### src/rtl/dbg_pkg.sv
// Package dbg_pkg
// Shared encodings for the debug match unit: the watchpoint access mode
// and the register-write group selector.
package dbg_pkg;

    // Watchpoint access mode; bit 0 arms loads, bit 1 arms stores.
    typedef enum logic [1:0] {
        WP_OFF = 2'b00,
        WP_RD  = 2'b01,
        WP_WR  = 2'b10,
        WP_RW  = 2'b11
    } wp_mode_e;

    // Register group carried in the upper two bits of the select.
    typedef enum logic [1:0] {
        GRP_BP  = 2'b00,
        GRP_WPA = 2'b01,
        GRP_WPM = 2'b10,
        GRP_CLR = 2'b11
    } cfg_grp_e;

endpackage

### src/rtl/dbg_cfg_regs.sv
// Module dbg_cfg_regs
// Holds the breakpoint and watchpoint programming registers. It decodes
// the single write port into a group and an entry index.
// Assumes: the index is narrow enough to address every entry; an index
// past the last entry of a group selects nothing. Synchronous active-low reset.
module dbg_cfg_regs #(
    parameter int NUM_BP = 4,
    parameter int NUM_WP = 4,
    parameter int ADDR_W = 32,
    parameter int IDX_W  = 2
) (
    input  logic                               clk,
    input  logic                               rst_n,
    input  logic                               cfg_we,
    input  logic [IDX_W+1:0]                   cfg_sel,
    input  logic [ADDR_W-1:0]                  cfg_wdata,
    output logic [NUM_BP-1:0][ADDR_W-3:0]      bp_word,
    output logic [NUM_BP-1:0]                  bp_en,
    output logic [NUM_WP-1:0][ADDR_W-1:0]      wp_addr,
    output dbg_pkg::wp_mode_e                  wp_mode [NUM_WP],
    output logic [NUM_WP-1:0]                  clr_mask
);
    import dbg_pkg::*;

    cfg_grp_e         grp;
    logic [IDX_W-1:0] idx;
    logic             unused_wdata_bit;

    // Split the select into group and entry index.
    always_comb begin
        grp = cfg_grp_e'(cfg_sel[IDX_W+1:IDX_W]);
        idx = cfg_sel[IDX_W-1:0];
    end

    assign unused_wdata_bit = cfg_wdata[1];

    // Write-one-to-clear mask for the sticky status; the index is ignored.
    always_comb begin
        clr_mask = '0;
        if (cfg_we && grp == GRP_CLR)
            clr_mask = cfg_wdata[NUM_WP-1:0];
    end

    for (genvar b = 0; b < NUM_BP; b++) begin : g_bp
        // Breakpoint entry b: word address and enable.
        always_ff @(posedge clk) begin
            if (!rst_n) begin
                bp_word[b] <= '0;
                bp_en[b]   <= 1'b0;
            end else if (cfg_we && grp == GRP_BP && idx == IDX_W'(b)) begin
                bp_word[b] <= cfg_wdata[ADDR_W-1:2];
                bp_en[b]   <= cfg_wdata[0];
            end
        end
    end

    for (genvar w = 0; w < NUM_WP; w++) begin : g_wp
        // Watchpoint entry w: byte address.
        always_ff @(posedge clk) begin
            if (!rst_n)
                wp_addr[w] <= '0;
            else if (cfg_we && grp == GRP_WPA && idx == IDX_W'(w))
                wp_addr[w] <= cfg_wdata;
        end

        // Watchpoint entry w: access mode.
        always_ff @(posedge clk) begin
            if (!rst_n)
                wp_mode[w] <= WP_OFF;
            else if (cfg_we && grp == GRP_WPM && idx == IDX_W'(w))
                wp_mode[w] <= wp_mode_e'(cfg_wdata[1:0]);
        end

        // the cycle after reset every mode is disarmed.
        p_mode_reset_r9: assert property (@(posedge clk)
            !rst_n |=> (wp_mode[w] == WP_OFF))
            else $error("watchpoint mode not cleared by reset");
    end

endmodule

### src/rtl/dbg_bp_cmp.sv
// Module dbg_bp_cmp
// One breakpoint comparator. It compares the word address of the
// instruction about to execute with a stored word address.
// Assumes: instructions are word aligned, so the two low PC bits are dropped upstream.
module dbg_bp_cmp #(
    parameter int ADDR_W = 32
) (
    input  logic              clk,
    input  logic              rst_n,
    input  logic              fetch_valid,
    input  logic [ADDR_W-3:0] pc_word,
    input  logic              en,
    input  logic [ADDR_W-3:0] bp_word,
    output logic              match
);

    // Exact word equality, gated by the enable and a valid fetch.
    always_comb begin
        match = fetch_valid && en && (pc_word == bp_word);
    end

    // a breakpoint only fires while it is enabled and a fetch is present.
    p_bp_enabled_r5: assert property (@(posedge clk) disable iff (!rst_n)
        match |-> (en && fetch_valid))
        else $error("breakpoint matched while disabled");

endmodule

### src/rtl/dbg_wp_cmp.sv
// Module dbg_wp_cmp
// One watchpoint comparator. It matches a single byte address against the
// data access, qualified by the entry's access-type mode.
// Assumes: one access per cycle; mem_we gives its direction.
module dbg_wp_cmp #(
    parameter int ADDR_W = 32
) (
    input  logic              clk,
    input  logic              rst_n,
    input  logic              mem_valid,
    input  logic              mem_we,
    input  logic [ADDR_W-1:0] mem_addr,
    input  logic [ADDR_W-1:0] wp_addr,
    input  dbg_pkg::wp_mode_e mode,
    output logic              match
);
    import dbg_pkg::*;

    logic kind_ok;

    // Decide from the mode whether this access direction is armed.
    always_comb begin
        unique case (mode)
            WP_OFF:  kind_ok = 1'b0;
            WP_RD:   kind_ok = !mem_we;
            WP_WR:   kind_ok = mem_we;
            WP_RW:   kind_ok = 1'b1;
            default: kind_ok = 1'b0;
        endcase
    end

    // Byte-exact address compare on a valid, armed access.
    always_comb begin
        match = mem_valid && kind_ok && (mem_addr == wp_addr);
    end

    // a disarmed entry never matches.
    p_off_silent_r2: assert property (@(posedge clk) disable iff (!rst_n)
        (mode == WP_OFF) |-> !match)
        else $error("disarmed watchpoint matched");

    // a store match needs the store bit of the mode, a load match the load bit.
    p_kind_r1: assert property (@(posedge clk) disable iff (!rst_n)
        match |-> (mem_we ? mode[1] : mode[0]))
        else $error("watchpoint matched wrong access type");

endmodule

### src/rtl/dbg_hit_ctrl.sv
// Module dbg_hit_ctrl
// Turns comparator matches into registered debug request pulses. When
// both kinds match together, the breakpoint is reported first and the
// watchpoint is held one more cycle. Also keeps the sticky watchpoint status.
// Assumes: matches are valid for one cycle each. Synchronous active-low reset.
module dbg_hit_ctrl #(
    parameter int NUM_BP = 4,
    parameter int NUM_WP = 4
) (
    input  logic              clk,
    input  logic              rst_n,
    input  logic [NUM_BP-1:0] bp_match,
    input  logic [NUM_WP-1:0] wp_match,
    input  logic [NUM_WP-1:0] clr_mask,
    output logic              bp_hit,
    output logic              wp_hit,
    output logic [NUM_WP-1:0] wp_status
);

    logic bp_any;
    logic wp_any;
    logic wp_pend;
    logic wp_req;

    // Collapse the per-entry matches and merge any deferred watchpoint.
    always_comb begin
        bp_any = |bp_match;
        wp_any = |wp_match;
        wp_req = wp_any || wp_pend;
    end

    // Request pulses, with breakpoint priority and watchpoint deferral.
    always_ff @(posedge clk) begin
        if (!rst_n) begin
            bp_hit  <= 1'b0;
            wp_hit  <= 1'b0;
            wp_pend <= 1'b0;
        end else begin
            bp_hit  <= bp_any;
            wp_hit  <= wp_req && !bp_any;
            wp_pend <= wp_req && bp_any;
        end
    end

    // Sticky status; a new match wins over a clear in the same cycle.
    always_ff @(posedge clk) begin
        if (!rst_n)
            wp_status <= '0;
        else
            wp_status <= (wp_status & ~clr_mask) | wp_match;
    end

    // a coincident pair reports the breakpoint alone first.
    p_bp_first_r7: assert property (@(posedge clk) disable iff (!rst_n)
        (bp_any && wp_any) |=> (bp_hit && !wp_hit))
        else $error("watchpoint reported ahead of breakpoint");

    // a deferred watchpoint is released once no breakpoint competes.
    p_defer_release_r7: assert property (@(posedge clk) disable iff (!rst_n)
        (wp_pend && !bp_any) |=> wp_hit)
        else $error("deferred watchpoint request lost");

    // a watchpoint request always traces back to a match or a deferral.
    p_wp_cause_r6: assert property (@(posedge clk) disable iff (!rst_n)
        $rose(wp_hit) |-> ($past(wp_any) || $past(wp_pend)))
        else $error("watchpoint request without match");

    for (genvar w = 0; w < NUM_WP; w++) begin : g_sticky
        // a status bit holds unless a clear selects it.
        p_sticky_r8: assert property (@(posedge clk) disable iff (!rst_n)
            (wp_status[w] && !clr_mask[w]) |=> wp_status[w])
            else $error("status bit dropped without clear");
    end

endmodule

### src/rtl/dbg_match_unit.sv
// Module dbg_match_unit (top)
// Debug breakpoint and watchpoint unit. It compares fetch and data-access
// addresses with the programmed entries. It suppresses a matching access in
// the same cycle and raises one-cycle debug request pulses one cycle later.
// Assumes: at most one fetch and one data access per cycle; synchronous active-low reset.
module dbg_match_unit #(
    parameter int NUM_BP = 4,
    parameter int NUM_WP = 4,
    parameter int ADDR_W = 32,
    localparam int IDX_RAW = (NUM_BP > NUM_WP) ? $clog2(NUM_BP) : $clog2(NUM_WP),
    localparam int IDX_W   = (IDX_RAW < 1) ? 1 : IDX_RAW
) (
    input  logic              clk,
    input  logic              rst_n,
    input  logic              cfg_we,
    input  logic [IDX_W+1:0]  cfg_sel,
    input  logic [ADDR_W-1:0] cfg_wdata,
    input  logic              fetch_valid,
    input  logic [ADDR_W-1:0] fetch_pc,
    input  logic              mem_valid,
    input  logic              mem_we,
    input  logic [ADDR_W-1:0] mem_addr,
    output logic              mem_suppress,
    output logic              bp_hit,
    output logic              wp_hit,
    output logic [NUM_WP-1:0] wp_status
);
    import dbg_pkg::*;

    logic [NUM_BP-1:0][ADDR_W-3:0] bp_word;
    logic [NUM_BP-1:0]             bp_en;
    logic [NUM_WP-1:0][ADDR_W-1:0] wp_addr;
    wp_mode_e                      wp_mode [NUM_WP];
    logic [NUM_WP-1:0]             clr_mask;
    logic [NUM_BP-1:0]             bp_match;
    logic [NUM_WP-1:0]             wp_match;
    logic [1:0]                    unused_pc_low;

    assign unused_pc_low = fetch_pc[1:0];

    dbg_cfg_regs #(
        .NUM_BP (NUM_BP),
        .NUM_WP (NUM_WP),
        .ADDR_W (ADDR_W),
        .IDX_W  (IDX_W)
    ) i_regs (
        .clk       (clk),
        .rst_n     (rst_n),
        .cfg_we    (cfg_we),
        .cfg_sel   (cfg_sel),
        .cfg_wdata (cfg_wdata),
        .bp_word   (bp_word),
        .bp_en     (bp_en),
        .wp_addr   (wp_addr),
        .wp_mode   (wp_mode),
        .clr_mask  (clr_mask)
    );

    for (genvar b = 0; b < NUM_BP; b++) begin : g_bpc
        dbg_bp_cmp #(.ADDR_W(ADDR_W)) i_bp (
            .clk         (clk),
            .rst_n       (rst_n),
            .fetch_valid (fetch_valid),
            .pc_word     (fetch_pc[ADDR_W-1:2]),
            .en          (bp_en[b]),
            .bp_word     (bp_word[b]),
            .match       (bp_match[b])
        );
    end

    for (genvar w = 0; w < NUM_WP; w++) begin : g_wpc
        dbg_wp_cmp #(.ADDR_W(ADDR_W)) i_wp (
            .clk       (clk),
            .rst_n     (rst_n),
            .mem_valid (mem_valid),
            .mem_we    (mem_we),
            .mem_addr  (mem_addr),
            .wp_addr   (wp_addr[w]),
            .mode      (wp_mode[w]),
            .match     (wp_match[w])
        );
    end

    // Suppress the access in its own cycle, before it can commit.
    always_comb begin
        mem_suppress = |wp_match;
    end

    dbg_hit_ctrl #(
        .NUM_BP (NUM_BP),
        .NUM_WP (NUM_WP)
    ) i_ctrl (
        .clk       (clk),
        .rst_n     (rst_n),
        .bp_match  (bp_match),
        .wp_match  (wp_match),
        .clr_mask  (clr_mask),
        .bp_hit    (bp_hit),
        .wp_hit    (wp_hit),
        .wp_status (wp_status)
    );

    // a suppressed access is always followed by a status bit.
    p_suppress_status_r3: assert property (@(posedge clk) disable iff (!rst_n)
        mem_suppress |=> (wp_status != '0))
        else $error("suppressed access left no status");

endmodule

### config.mk
export PLATFORM = sky130hd
export DESIGN_NAME = dbg_match_unit
export DESIGN_NICKNAME = d
export VERILOG_FILES = /design/src/rtl/dbg_pkg.sv /design/src/rtl/dbg_cfg_regs.sv /design/src/rtl/dbg_bp_cmp.sv /design/src/rtl/dbg_wp_cmp.sv /design/src/rtl/dbg_hit_ctrl.sv /design/src/rtl/dbg_match_unit.sv
export SDC_FILE = /design/constraint.sdc
export NUM_CORES = 1
export LEC_CHECK = 0
export CAP_MARGIN = 15
export CORE_MARGIN = 4
export CORE_UTILIZATION = 45
export DETAILED_ROUTE_END_ITERATION = 10
export GPL_ROUTABILITY_DRIVEN = 0
export GPL_TIMING_DRIVEN = 0
export SYNTH_ARGS = -nofsm -noshare
export SYNTH_HDL_FRONTEND = slang
export SYNTH_SLANG_ARGS = --single-unit
### constraint.sdc
create_clock -name clk -period 2.9 [get_ports clk]
set_input_delay 0.58 -clock clk [delete_from_list [all_inputs] [get_ports clk]]
set_output_delay 0.58 -clock clk [all_outputs]
set_load 0.1 [all_outputs]
==> metrics.cfg <==
[run_status]
status=finished with violations
violations=setup timing

[layout]
seq_area_um2=5351
final_layout_size_suffix_gt1_share_pct=6.820
final_area_um2=14370
num-fill-cells=2685
syn_to_final_growth_pct=17.42
final-instance-count-excl-fill=2042
multi_input_area_um2=6406
layout.nets=1785
antennaDiodeCount=0
post-route-util_pct=53.48

[pwr]
power_leakage_nw=5.079
peakVddDrop_uv=336.9
swShare_pct=25.78
seq_power_share_pct=44.4
p_per_area_nw_per_um2=587.2
internal_power_mw=6.264
p_sw_mw=2.176
p_clk_share_pct=46.5
p_comb_share_pct=9.1

[placement]
dpl.cell_count=1986
dpl_worst_slack_ns=-1.708
dp_hpwl_um=34090
placed_cell_area_um2=13240
portBuffers=57

[clocking]
cts_hold_buf=0
clock_sinks=267
cts_tree=built
cts_buffer_depth=3
root_buffer=clkbuf_16
htreeDepth=1
clkLatencyLatePin_ns=0.55
numCtsBuffers=29
clk_pin_slew_worst_paths_ns=0.07

[hold_path]
hold_path_depth=3
worstHoldPathType=in -> reg

[route]
viasPerCell=5.418
drt_iter0_markers=1016
wl_um=44970
dr.pass1.iters=5
vias=11064
drc=0
wire_per_inst_um=22.02
ant_nets=0

[yosys]
ys_ff_latch=267
synthTopCellsByArea=dfxtp_1 44%, nand2_1 16%, xor2_1 11%
yosys.area.top_type=dfxtp_1
yosysTopAreaCellShare_pct=43.66
synth_area_um2=12240
avgSynthCellArea_um2=7.709
syn_nets=1694
yosys_warnings=0
ys_types=34
yosysSeqAreaShare_pct=43.66
syn-instance-count=1588

[critical_path]
crit_fanout=2
cp.required_ns=2.32
r2r_cells=7
arrival_ns=2.50
critPathLaunchType=flip-flop
critPathCaptureType=primary output
crit_type=reg -> out

[global_routing]
antenna_found_initial=0
grt_pass1_vias=10602
overflow=0
grt_max_degree=16
grt_use_total_pct=29.02
grt_pass1_wl_um=66560

[timing]
relSlewSlack_pct=34.86
setup_violations=1
hold_viol_final=0
report.final.slew_viol_count=0
min_period_over_period_pct=106.2
skew_ns=0.009437
min_period_ns=3.079
tightestPinTransition_ns=0.9741
setup_slack_ns=-0.1786
clock.fmax_mhz=324.8
rsz0062_at_grt=yes

[floorplanning]
die_h_um=172.9
dieArea_um2=29910
rows=60
ios=113
core_area_um2=26880
start_util_pct=45.55
die_w_um=172.9

[flow_run]
drv_cap=0

[final cells by class]
| type | count | share of cell area, % |
|---|---|---|
| flip-flops and latches | 267 | 37.23 |
| multi-input cells | 1175 | 44.57 |
| clock buffers | 39 | 5.588 |
| repair buffers | 60 | 4.074 |
| inverters | 13 | 0.3656 |
| plain buffers | 133 | 3.830 |
| well taps | 341 | 2.968 |
| clock inverters | 14 | 1.375 |
[through the flow]
stage / hold slack, ns / TNS, ns / power [mW]
global placement: 0.4466 / -2.772 / 4.576
finish: 0.3743 / -0.1786 / 8.440
detailed placement: 0.4564 / -3.367 / 4.579
global route: 0.3872 / -0.2232 / 8.660
floorplan: 0.4366 / 0 / 4.207
CTS: 0.3618 / -0.2041 / 8.441
[worst paths after layout]
path / start / to / slack, ns
worst min register to register: i_regs.wp_addr[61] / i_regs.wp_addr[61] / 0.46
worst max register to register: i_regs.wp_addr[45] / i_ctrl.wp_pend / 0.78
worst max-delay path: i_regs.wp_addr[45] / mem_suppress / -0.18
worst min-delay path: cfg_wdata[14] / i_regs.wp_addr[46] / 0.37
[sequential cells by signal, indices dropped and copies added (netlist names)]
register	cells
i_ctrl.wp_pend	1
i_regs.wp_addr	128
i_ctrl.wp_hit	1
i_ctrl.bp_hit	1
i_regs.bp_en	4
i_ctrl.wp_status	4
i_regs.bp_word	120
i_regs.wp_mode	8
[cell usage after synthesis (all sizes together)]
| library cell | n |
|---|---|
| nand3b | 1 |
| or2 | 3 |
| nand2 | 521 |
| mux2 | 2 |
| buf | 33 |
| dfxtp | 267 |
| mux2i | 1 |
| nor3b | 1 |
| a2111o | 1 |
| nor2b | 4 |
| xor2 | 161 |
| nand4 | 32 |
| nor3 | 12 |
| xnor2 | 81 |
| or3 | 1 |
| clkinv | 1 |
| inv | 12 |
| o21ai | 12 |
| a21oi | 266 |
| nand3 | 3 |
| and4 | 1 |
| or3b | 1 |
| a21boi | 1 |
| clkbuf | 100 |
| nor2 | 16 |
| a211oi | 1 |
| nand2b | 6 |
| o2111ai | 1 |
| o22ai | 4 |
| nor4 | 42 |
[layer usage]
metal	track usage (%)	wire (um)	share of wire (%)	up-vias
met1	35.86	17850	40	5192
met4	13.00	2380	5.3	0
li1	-	-	-	5322
met2	50.53	21800	48	435
met5	0	0	0	-
met3	3.979	2931	6.5	115
[what timing repair did]
| action | in CTS | in global routing |
|---|---|---|
| buffers inserted | 2 | 1 |
| setup endpoints to repair | 1 | 1 |
| pin swaps | 4 | 11 |
| gates resized for setup | 40 | 11 |
[cells by family after synthesis]
logic type      count (synthesis)  synth area share [%]
compound gates                286                 11.90
xor+xnor                      242                 17.38
buf+inv                       146                 4.885
flops                         267                 43.66
mux                             3                0.2657
simple gates                  644                 21.91
[worst max-delay path, cell delays in order (launching register included)]
cell        delay [ns]
dfxtp_1           0.32
xor2_1            0.19
nor4_2            0.39
nand3_1           0.16
or3_4             0.41
and4_4            0.24
clkinvlp_4        0.08
buf_12            0.16
[layout by cell type, fill, tap and decap left out, drive strengths merged, types with 4 or more instances in the layout]
cell type      netlist  final
a21oi              266    266
nor2b                4      4
clkinvlp             0      6
buf                 33     37
nor3                12     12
inv                 12     13
nor2                16     16
clkinv               1      4
nor4                42     42
o22ai                4      4
clkbuf             100    141
dlygate4sd2          0      9
o21ai               12     12
clkdlybuf4s50        0     42
dfxtp              267    267
xor2               161    161
nand2              521    521
bufinv               0      4
xnor2               81     81
nand4               32     32
nand2b               6      6
[power groups by stage]
stage	clock [mW]	sequential (mW)	combinational, mW
floorplan	0	3.82	0.388
global placement	0	3.83	0.750
detailed placement	0	3.83	0.752
CTS	3.94	3.75	0.759
global route	4.10	3.75	0.811
finish	3.93	3.75	0.770
Note: power is estimated with default switching activity, not from simulation.
